--- src/rtl/irq_cause_pkg.sv ---
package irq_cause_pkg;

    localparam int unsigned MAX_W = 64;

    typedef enum logic [1:0] {
        SEL_CAUSE  = 2'd0,
        SEL_UNMASK = 2'd1,
        SEL_NONE   = 2'd2
    } reg_sel_e;

    typedef struct packed {
        logic intx;
        logic err;
    } irq_lines_t;

    function automatic reg_sel_e decode_addr(input int unsigned a);
        case (a)
            0:       return SEL_CAUSE;
            1:       return SEL_UNMASK;
            default: return SEL_NONE;
        endcase
    endfunction

    function automatic logic [MAX_W-1:0] group_mask(input int unsigned lsb,
                                                    input int unsigned cnt);
        logic [MAX_W-1:0] m;
        m = '0;
        for (int unsigned i = 0; i < MAX_W; i++) begin
            if (i >= lsb && i < lsb + cnt) m[i] = 1'b1;
        end
        return m;
    endfunction

endpackage

--- src/rtl/irq_cause_store.sv ---
module irq_cause_store #(
    parameter int unsigned DATA_W = 32
) (
    input  logic              clk,
    input  logic              rst,
    input  logic [DATA_W-1:0] evt,
    input  logic              clr_we,
    input  logic [DATA_W-1:0] clr_bits,
    output logic [DATA_W-1:0] cause
);
    logic [DATA_W-1:0] clr_eff;
    logic [DATA_W-1:0] cause_d;

    always_comb begin
        clr_eff = clr_we ? clr_bits : '0;
        // set wins over clear in the same cycle
        cause_d = (cause & ~clr_eff) | evt;
    end

    always_ff @(posedge clk) begin
        if (rst) cause <= '0;
        else     cause <= cause_d;
    end
endmodule

--- src/rtl/irq_unmask_reg.sv ---
module irq_unmask_reg #(
    parameter int unsigned DATA_W = 32
) (
    input  logic              clk,
    input  logic              rst,
    input  logic              we,
    input  logic [DATA_W-1:0] wdata,
    output logic [DATA_W-1:0] unmask
);
    always_ff @(posedge clk) begin
        if (rst)     unmask <= '0;
        else if (we) unmask <= wdata;
    end
endmodule

--- src/rtl/irq_line_split.sv ---
module irq_line_split
    import irq_cause_pkg::*;
#(
    parameter int unsigned DATA_W   = 32,
    parameter int unsigned INTX_LSB = 24,
    parameter int unsigned INTX_CNT = 4
) (
    input  logic              clk,
    input  logic              rst,
    input  logic [DATA_W-1:0] cause,
    input  logic [DATA_W-1:0] unmask,
    output irq_lines_t        lines
);
    logic [DATA_W-1:0] in_intx;
    logic [DATA_W-1:0] live;
    irq_lines_t        lines_d;

    for (genvar i = 0; i < DATA_W; i++) begin : g_member
        if (i >= INTX_LSB && i < INTX_LSB + INTX_CNT) begin : g_intx
            assign in_intx[i] = 1'b1;
        end else begin : g_other
            assign in_intx[i] = 1'b0;
        end
    end

    always_comb begin
        live         = cause & unmask;
        lines_d.intx = |(live & in_intx);
        lines_d.err  = |(live & ~in_intx);
    end

    always_ff @(posedge clk) begin
        if (rst) lines <= '0;
        else     lines <= lines_d;
    end
endmodule

--- src/rtl/irq_cause_ctrl.sv ---
module irq_cause_ctrl
    import irq_cause_pkg::*;
#(
    parameter int unsigned DATA_W   = 32,
    parameter int unsigned ADDR_W   = 2,
    parameter int unsigned INTX_LSB = 24,
    parameter int unsigned INTX_CNT = 4
) (
    input  logic              clk,
    input  logic              rst,
    input  logic [DATA_W-1:0] evt_in,
    input  logic [ADDR_W-1:0] reg_addr,
    input  logic              reg_we,
    input  logic [DATA_W-1:0] reg_wdata,
    output logic [DATA_W-1:0] reg_rdata,
    output logic              intx_irq,
    output logic              err_irq
);
    reg_sel_e          sel;
    logic [DATA_W-1:0] cause_q;
    logic [DATA_W-1:0] unmask_q;
    logic              cause_wr;
    logic              unmask_wr;
    irq_lines_t        lines;

    always_comb begin
        sel       = decode_addr(int'(reg_addr));
        cause_wr  = reg_we && (sel == SEL_CAUSE);
        unmask_wr = reg_we && (sel == SEL_UNMASK);
        case (sel)
            SEL_CAUSE:  reg_rdata = cause_q;
            SEL_UNMASK: reg_rdata = unmask_q;
            default:    reg_rdata = '0;
        endcase
    end

    irq_cause_store #(.DATA_W(DATA_W)) u_store (
        .clk      (clk),
        .rst      (rst),
        .evt      (evt_in),
        .clr_we   (cause_wr),
        .clr_bits (reg_wdata),
        .cause    (cause_q)
    );

    irq_unmask_reg #(.DATA_W(DATA_W)) u_unmask (
        .clk    (clk),
        .rst    (rst),
        .we     (unmask_wr),
        .wdata  (reg_wdata),
        .unmask (unmask_q)
    );

    irq_line_split #(
        .DATA_W   (DATA_W),
        .INTX_LSB (INTX_LSB),
        .INTX_CNT (INTX_CNT)
    ) u_split (
        .clk    (clk),
        .rst    (rst),
        .cause  (cause_q),
        .unmask (unmask_q),
        .lines  (lines)
    );

    assign intx_irq = lines.intx;
    assign err_irq  = lines.err;
endmodule

--- config.mk ---
export PLATFORM = sky130hd
export DESIGN_NAME = irq_cause_ctrl
export DESIGN_NICKNAME = d
export VERILOG_FILES = /design/src/rtl/irq_cause_pkg.sv /design/src/rtl/irq_cause_store.sv /design/src/rtl/irq_unmask_reg.sv /design/src/rtl/irq_line_split.sv /design/src/rtl/irq_cause_ctrl.sv
export SDC_FILE = /design/constraint.sdc
export NUM_CORES = 1
export LEC_CHECK = 0
export ABC_CLOCK_PERIOD_IN_PS = 1310
export BUFFER_PORTS_ARGS = -buffer_cell sky130_fd_sc_hd__clkbuf_2
export CAP_MARGIN = 10
export CORE_AREA = 10 10 109 111
export DETAILED_ROUTE_END_ITERATION = 16
export DIE_AREA = 0 0 119 121
export PLACE_DENSITY = 0.62
export SYNTH_ARGS = -nofsm -noshare
export SYNTH_HDL_FRONTEND = slang
export SYNTH_HIERARCHICAL = 1
export SYNTH_SLANG_ARGS = --single-unit
export TNS_END_PERCENT = 5
--- constraint.sdc ---
create_clock -name clk -period 1.31 [get_ports clk]
set_clock_uncertainty 0.2 [all_clocks]
set_input_delay 0 -clock clk [delete_from_list [all_inputs] [get_ports clk]]
set_output_delay 0 -clock clk [all_outputs]
set_load 0.005 [all_outputs]
# Word level (Yosys, flattened, before mapping)
# Cells that the tools add are included.
# word_totals
regBits	66
out_inout_bits	34
word_cells	19
# classes
n_eq_ne	2
n_mux	3
bitwise_logic	4
reduce_logical	6
# op_table
cell	count
$and 32x32->32	2
$pmux 32 s2	1
$mux 32	1
$not 32->32	1
$or 32x32->32	1
$reduce_or 28->1	1
$eq 2x1->1 const B	2
$logic_not 2->1	2
$pmux 2 s2	1
$reduce_or 4->1	1
$logic_and 1x1->1	2

# Longest topological paths before layout
# Gate-level depths: netlist of run 1.
# logic_depth
word_depth	8
mapped_depth	7
depth_no_buf	4

# Hierarchy
# Netlist of run 1, hierarchy kept.
# by_module_without_submodules
mod	n_inst	cells_each	area_per_inst_um2	seq_area_each_um2
irq_cause_store	1	134	1416.4	640.6
irq_unmask_reg	1	103	1163.6	640.6
irq_cause_ctrl	1	74	545.5	0.0
irq_line_split	1	23	216.5	40.0

# Least setup slack after synthesis of run 1
# OpenSTA, ideal clock, no wires.
# synth_path
path_kind	input to register
from	input port reg_addr[0]
to	register u_store.cause[0]
arrival_time_ns	1.113
required_ns	0.979
slack_ns	-0.135
stages	5
path_cell_list	buf_6 > buf_12 > nor3b_1 > buf_6 > a311oi_2
# synth_between
elab_chain_cells	8
elab_cells_between_ends	9
# synth_lines
item	line	source
from (decl)	irq_cause_ctrl.sv:12	input logic [ADDR_W-1:0] reg_addr,
$eq 2x1->1 or $logic_not 2->1 (tied branches)	irq_cause_pkg.sv:17	case (a)
$pmux 2 s2 (*)	irq_cause_pkg.sv:17	
$logic_not 2->1 (*)	irq_cause_ctrl.sv:28	cause_wr = reg_we && (sel == SEL_CAUSE);
$logic_and 1x1->1 (*)	irq_cause_ctrl.sv:28	
named net cause_wr	irq_cause_ctrl.sv:22	logic cause_wr;
$mux 32 (*)	irq_cause_store.sv:15	clr_eff = clr_we ? clr_bits : '0;
$not 32->32 (*)	irq_cause_store.sv:17	cause_d = (cause & ~clr_eff) | evt;
$and 32x32->32 (*)	irq_cause_store.sv:17	
$or 32x32->32 (*)	irq_cause_store.sv:17	
to (signal assigned)	irq_cause_store.sv:22	else cause <= cause_d;
to (decl)	irq_cause_store.sv:9	output logic [DATA_W-1:0] cause
# The timed path passes the listed nets; every way through them passes the cells marked *.
# A chain may end at the register's enable or synchronous reset.

# Worst setup path in the final report of run 1
# layout_path
from	register u_unmask.unmask[11]
to	register, netlist name u_split/lines[0]
# layout_between
elab_chain_cells	2
# layout_lines
item	line	source
from (decl)	irq_unmask_reg.sv:8	output logic [DATA_W-1:0] unmask
from (signal assigned)	irq_unmask_reg.sv:12	else if (we) unmask <= wdata;
$and 32x32->32	irq_line_split.sv:27	live = cause & unmask;
$reduce_or 28->1	irq_line_split.sv:29	lines_d.err = |(live & ~in_intx);
# No other way between the ends.

==> results of run 1 <==
-- logic make-up (layout without fill, tap and decap cells) --
| kind of cell | Yosys count | count (layout) |
|---|---|---|
| flops | 66 | 66 |
| simple gates | 101 | 101 |
| buf+inv | 53 | 225 |
| compound gates | 50 | 50 |
| mux | 64 | 64 |
-- final cells by class --
class / instances / area, µm² / share of cell area (%)
timing repair buffer: 178 / 1320 / 27.2
inverter: 32 / 120 / 2.48
tap: 133 / 166 / 3.43
sequential: 66 / 1350 / 27.8
multi-input combinational: 215 / 1690 / 34.9
clock inverter: 2 / 35.0 / 0.723
clock buffer: 13 / 169 / 3.49
-- worst max-delay path by stage --
stage,end,slack [ns],cells past startpoint
2_1_floorplan,u_unmask/unmask[0],0.06,7
3_3_place_gp,u_split/lines[0],-0.05,4
3_5_place_dp,u_split/lines[0],-0.05,4
4_1_cts,u_split/lines[0],-0.005,4
5_1_grt,u_split/lines[0],-0.03,4
6_report,u_split/lines[0],0.02,4
-- cell usage after synthesis, drive strengths merged (2+ instances only) --
| cell | n |
|---|---|
| a221oi | 3 |
| a311oi | 32 |
| a22oi | 10 |
| nor2 | 97 |
| a22o | 3 |
| mux2i | 64 |
| inv | 32 |
| clkbuf | 5 |
| buf | 16 |
| dfxtp | 66 |
| nand4 | 2 |
-- routing by layer --
| layer | routed length [µm] | vias to the layer above | GRT usage, % |
|---|---|---|---|
| met5 | 0 | - | 0 |
| met4 | 54 | 0 | 2.90 |
| met3 | 487 | 5 | 4.28 |
| met2 | 4950 | 81 | 24.6 |
| met1 | 4650 | 1410 | 16.8 |
| li1 | - | 1499 | - |
-- worst register-to-register path, cell delays in order (launching register included) --
cell and delay (ns):
dfxtp_2 0.34, a22oi_2 0.23, nand4_1 0.14, nor2_2 0.14, a41oi_1 0.11
-- what timing repair did --
action / in CTS / in global routing
resized for setup: 4 / 19
endpoints found under the hold margin: 66 / 0
gates cloned: 0 / 0
hold buffers: 65 / 0
pin swaps: 1 / 2
endpoints found under the setup margin: 3 / 13
-- per-stage QoR --
step / utilization [%] / power, mW / setup WS (ns) / setup TNS (ns)
6_report: 50.3 / 4.86 / 0.0211 / 0
5_1_grt: 50.3 / 5.11 / -0.0262 / -0.0626
4_1_cts: 50.0 / 4.92 / -0.00492 / -0.00492
3_5_place_dp: 41.1 / 2.97 / -0.0475 / -0.0475
3_3_place_gp: 41.1 / 2.95 / -0.0493 / -0.0493
2_1_floorplan: - / 2.68 / 0.0613 / 0
-- power groups by stage --
stage	clock [mW]	sequential (mW)	combinational (mW)
global placement	0	2.25	0.701
global route	1.92	2.24	0.944
CTS	1.84	2.21	0.865
detailed placement	0	2.26	0.711
floorplan	0	2.23	0.447
finish	1.77	2.22	0.864
-- layout by cell type (no fill, tap or decap), drive strengths merged --
cell type	synthesis	routed
bufinv	0	1
a21oi	1	1
dfxtp	66	66
mux2i	64	64
inv	32	32
clkinv	0	1
nor2	97	97
nand4	2	2
dlygate4sd3	0	65
nor3b	1	1
clkbuf	5	114
a22o	3	3
a221oi	3	3
a311oi	32	32
and3b	1	1
buf	16	12
a22oi	10	10
a41oi	1	1
-- state kept, by name, indices dropped and copies added, names as in the netlist --
signal / count
u_split/lines: 2
u_store/cause: 32
u_unmask/unmask: 32
==> metrics.txt, run 1 <==
Crit path max-delay family flip-flops; CTS tree built; CP arrival about 1.3 ns; final wirelength ~10000 µm; synthesized-area fraction occupied by xor and xnor cells 0%; Netlist cell types 18; number of flops mapped to enable cells by yosys 0; status finished clean; Crit path largest cell delay 0.34 ns; cell taking the most area after synthesis dfxtp_1; Worst Path Max Fanout 3; share of layout cells above drive strength 1 a little over a third; Core Rows 36; die width approximately 120 µm; TritonCTS Sinks between 60 and 70; largest family of logic cells by synthesized area multiplexers; H-tree depth 3; first-pass GRT wire length roughly 17000 µm; internal power about 3.6 mW; adder-cell share of the synthesized area 0%; IO buf count between 100 and 150; CP max-delay cell dfxtp_2; critical hold path startpoint reg_addr[1]; P per Cell Area 1000 nW/µm²; Max IR drop VDD slightly above 0.6 mV; initial antenna violation count 0; reported net switching power between 1 and 1.5 mW; initial core utilization a little over a third; headroom to the max-slew limit around 80%; P_leak 2.17 nW; core area roughly 9600 µm²; Mean Syn Cell Area between 10 and 15 µm²; Ports 103; fmax about 780 MHz; final hold vios 0; Design Area, Final 4850 µm²; Die Ht about 120 µm; Routed wire per std cell approximately 16 µm; cells along the critical path a22oi_2, nand4_1, nor2_2, a41oi_1; drt via density 4.69; Tightest Hold Check Type input port to register; Async S/R FF share, synth 0%; GPL Wtd Cong between 0.8 and 0.9; WP buf/inv 0; dpl hpwl around 7000 µm; nets@finish 571; R2R depth 4; R2R Path Start u_unmask/unmask[11]; Slew @ Worst Pin a little over 0.3 ns; post-synthesis sequential area ratio between 30% and 40%; simple-gate area share of the yosys netlist a little under an eighth; clock-pin slew on the worst setup and hold paths 0.07 ns; post-synthesis compound-gate area fraction 18.8%; DRT Pass-1 Iters 4; Initial DRC Count roughly 110; total grt overflow 0; vias in the first global route 3236; Final Setup Violations 0; max-cap viol count 0; type of element capturing the critical path register; CTS Root Cell clkbuf_8; via count around 3000; DRC 0; Crit. Startpoint u_unmask/unmask[11]; crit path launch type register; Seq pwr share between 40% and 50%; DP Area about 4000 µm²; Comb power frac roughly 18%; area grow syn2layout 45.0%; Global Route Usage Sum 14.1%; min cycle time layout 1.29 ns; Main synth FF type dfxtp_1; synth top area cells dfxtp_1 (40%), mux2i_1 (19%), a311oi_2 (13%), nor2_1 (11%), buf_12 (3.6%); Synth Instances approximately 330; mux contribution to synthesized area between 10% and 20%; flop and latch count out of synthesis between 60 and 70; syn nets between 400 and 500; diode count 0; dpl cells 560; layout filler cell count ~940; largest net degree at the start of global routing 40; Final period util 98.4%; RSZ-0062 raised after global routing yes; Num CTS Buffers 9; CTS max path bufs 2; cell area after synthesis ~3300 µm²; post-CTS setup buffer count 0; final cell count without fillers about 640; Crit path required time between 1 and 1.5 ns; Setup CP Type register to register; Die Area roughly 14000 µm²; synth warn 6; clk_lat worst skew about 0.33 ns; R2R Setup Slk around 0.021 ns; r2r endpoint u_split/lines[0]; hold worst-path end u_store/cause[5]; Synth top area share 39.5%; Routed Antenna Nets 0; Sw Ratio around a quarter; Clk pwr share between 30 and 40%; Hold Slack between 0.08 and 0.09 ns; Slew Viols, Final 0; Hold Crit Depth 4
Note: power is estimated with default switching activity, not from simulation.
==> run 2: changes to the inputs <==
Settings changed: CORE_AREA 10 10 109 111 to 10 10 102 104, DIE_AREA 0 0 119 121 to 0 0 112 114, PLACE_DENSITY 0.62 to 0.63, SYNTH_HIERARCHICAL 1 to unset.
==> run 2 against run 1 <==
  * The flow now finishes with violations (negative setup slack)
  * Hold slack got worse by 0.0069 ns
  * Total power down 3.5%
  * Register-to-register slack got worse by 0.02 ns
  * Count of clock-buffer cells in the layout decreased by 4
  * Via count rose by 3.6%
  * Synthesized cell count is 11% higher
  * Largest cell class unchanged
==> metrics.txt, run 2 <==
Worst Path Max Fanout 2 (was 3); critical hold path startpoint reg_addr[1] (unchanged); R2R depth 4 (unchanged); Routed Antenna Nets 0 (unchanged); Util after Layout 53.6% (was 50.3%); most frequent cell after synthesis nand2_1 (was nor2_1); cell area after synthesis 2900 µm² (was 3340 µm²); failing checks negative setup slack; Synth Instances 371 (was 334); commonest non-fill, non-tap cell in the layout clkbuf_2 (unchanged); Setup CP Type register to output pin (was register to register); post-synthesis sequential area ratio 45.6% (was 39.5%); Hold Crit Depth 6 (was 4); total grt overflow 0 (unchanged); Core Rows 34 (was 36); first-pass GRT wire length 16100 µm (was 16700 µm); cell taking the most area after synthesis dfxtp_1 (unchanged); final setup margin -0.0349 ns (was 0.0211 ns); CP arrival 1.14 ns (was 1.29 ns); DRT Pass-1 Iters 4 (unchanged); synth top area cells dfxtp_1 (46%), nand2_1 (12%), a21oi_1 (11%), mux2i_1 (11%), nor2_1 (8.4%) (was dfxtp_1 (40%), mux2i_1 (19%), a311oi_2 (13%), nor2_1 (11%), buf_12 (3.6%)); r2r endpoint u_split.lines[0] (was u_split/lines[0]); drt via density 4.72 (was 4.69); Max IR drop VDD 0.546 mV (was 0.608 mV); Synth top cells by count nand2_1 (96), dfxtp_1 (66), a21oi_1 (65), nor2_1 (65), mux2i_1 (32) (was nor2_1 (97), dfxtp_1 (66), mux2i_1 (64), inv_1 (32), a311oi_2 (30)); TNS Setup -0.0408 ns (was 0 ns); die width 112 µm (was 119 µm); syn nets 440 (was 403); Main synth FF type dfxtp_1 (unchanged); R2R Path Start u_store.cause[1] (was u_unmask/unmask[11]); final wirelength 9660 µm (was 10100 µm); diode count 0 (unchanged); Tightest Hold Check Type input port to register (unchanged); hold worst-path end u_store.cause[5] (was u_store/cause[5]); nets@finish 613 (was 571); Largest regs u_store.cause: 32 flops, u_unmask.unmask: 32 flops, u_split.lines: 2 flops (was u_store/cause: 32 flops, u_unmask/unmask: 32 flops, u_split/lines: 2 flops); vias in the first global route 3289 (was 3236); initial antenna violation count 0 (unchanged); commonest non-fill, non-tap cells in the layout clkbuf_2 (101), nand2_1 (96), nor2_1 (65), a21oi_1 (65), dlygate4sd3_1 (65) (was clkbuf_2 (101), nor2_1 (96), dlygate4sd3_1 (65)); H-tree depth 3 (unchanged); fmax 744 MHz (was 776 MHz); total power 4.69 mW (was 4.86 mW); Final Setup Violations 2 (was 0); headroom to the max-slew limit 77.6% (was 79.8%); max-cap viol count 0 (unchanged); dpl hpwl 6810 µm (was 7000 µm); cells along the critical path buf_6, mux2i_2, nor2_1, buf_2 (was a22oi_2, nand4_1, nor2_2, a41oi_1); CTS max path bufs 2 (unchanged); Initial DRC Count 140 (was 111); Synth top area share 45.6% (was 39.5%); type of element capturing the critical path output pin (was register); clk_lat worst skew 0.34 ns (was 0.33 ns); CTS Root Cell clkbuf_8 (unchanged); Final period util 103% (was 98.4%); Netlist cell types 17 (was 18); status complete, but fails checks (was finished clean); Routed wire per std cell 14.7 µm (was 15.9 µm); flop and latch count out of synthesis 66 (unchanged); RSZ-0062 raised after global routing yes (unchanged); GPL Wtd Cong 0.778 (was 0.829); Die Ht 114 µm (was 121 µm); Slew @ Worst Pin 0.336 ns (was 0.303 ns); Slew Viols, Final 0 (unchanged); Async S/R FF share, synth 0% (unchanged); largest net degree at the start of global routing 30 (was 40); min cycle time layout 1.34 ns (was 1.29 ns); core area 8470 µm² (was 9640 µm²); crit path launch type register (unchanged); IO buf count 102 (unchanged); Ports 103 (unchanged); CP max-delay cell dfxtp_2 (unchanged); final hold vios 0 (unchanged); clock-pin slew on the worst setup and hold paths 0.08 ns (was 0.07 ns); Mean Syn Cell Area 7.81 µm² (was 10.0 µm²); Crit path largest cell delay 0.33 ns (was 0.34 ns); P per Cell Area 1030 nW/µm² (was 1000 nW/µm²); Crit path required time 1.11 ns (was 1.31 ns); area grow syn2layout 56.7% (was 45.0%); synth warn 0 (was 6); share of layout cells above drive strength 1 30.8% (was 36.6%); Num CTS Buffers 9 (unchanged); CTS tree built (unchanged); TritonCTS Sinks 66 (unchanged); initial core utilization 34.2% (was 34.7%); number of flops mapped to enable cells by yosys 0 (unchanged); Die Area 12800 µm² (was 14400 µm²); via count 3103 (was 2995); DRC 0 (unchanged); R2R Setup Slk 0 ns (was 0.02 ns); P_leak 1.99 nW (was 2.17 nW); Global Route Usage Sum 15.2% (was 14.1%)
run 2: cell types whose count changed after synthesis, sizes merged:
cell / previous run / this run
nand2: 0 / 96
a21oi: 1 / 65
a311oi: 32 / 0
inv: 32 / 0
mux2i: 64 / 32
nor2: 97 / 65
clkbuf: 5 / 10
buf: 16 / 15
nand3b: 0 / 1
run 2: stage by stage:
stage	hold WS (ns)	std cells	worst slack (ns)	area, µm²
2_1_floorplan	-0.0826	371	0.139	2900
3_3_place_gp	0.00577	577	-0.000131	3630
3_5_place_dp	0.0149	577	-0.0281	3630
4_1_cts	0.0575	656	-0.0464	4490
5_1_grt	0.0841	657	-0.109	4540
6_report	0.0736	657	-0.0349	4540
run 2: worst max-delay path by stage:
stage	start	end	slack [ns]	cells past startpoint
floorplan	u_store.cause[22]	u_split.lines[0]	0.14	3
global placement	u_store.cause[21]	u_split.lines[0]	-0.0001	3
detailed placement	u_store.cause[21]	u_split.lines[0]	-0.03	3
CTS	u_store.cause[6]	reg_rdata[6]	-0.05	4
global route	u_unmask.unmask[6]	reg_rdata[6]	-0.11	4
finish	u_unmask.unmask[6]	reg_rdata[6]	-0.03	4
run 2: where the power goes:
part / internal [mW] / switching [mW] / leakage [nW] / total [mW]
clock network: 0.891 / 0.829 / 0.0962 / 1.72
registers: 2.12 / 0.0841 / 0.552 / 2.21
logic: 0.421 / 0.340 / 1.34 / 0.760
run 2: cells by family (layout without fill, tap and decap cells):
logic type             after synthesis  in the layout  synth area share, %
AND/OR/NAND/NOR                    166            166                 22.5
AO/OA/AOI/OAI                       82             82                 15.9
flip-flops                          66             66                 45.6
multiplexers                        32             32                 11.1
buffers and inverters               25            203                 4.88
run 2: worst max-delay path: cells and delay by family, from the launching register on:
kind	cells	cell delay [ns]
buf+inv	2	0.24
flops	1	0.33
mux	1	0.16
simple gates	1	0.07
run 2: final cells by class:
type,instances,area (µm²)
tap,108,135
clock inverter,7,76.3
clock buffer,9,124
fill,796,3930
sequential,66,1350
multi-input combinational,280,1460
timing repair buffer,187,1390
run 2: timing repair:
action                                  4_1_cts  5_1_grt
gates resized for setup                       7       26
pin swaps                                     1        1
hold endpoints to repair                     64        0
buffers inserted                              0        1
endpoints found under the setup margin        4       15
hold buffers                                 65        0
run 2: layer usage:
layer	vias to the layer above	share of wire (%)	global-route usage, %
li1	1589	-	-
met2	88	50	26.2
met5	-	0	0
met3	16	6.3	4.99
met4	0	1.7	5.41
met1	1410	42	17.1
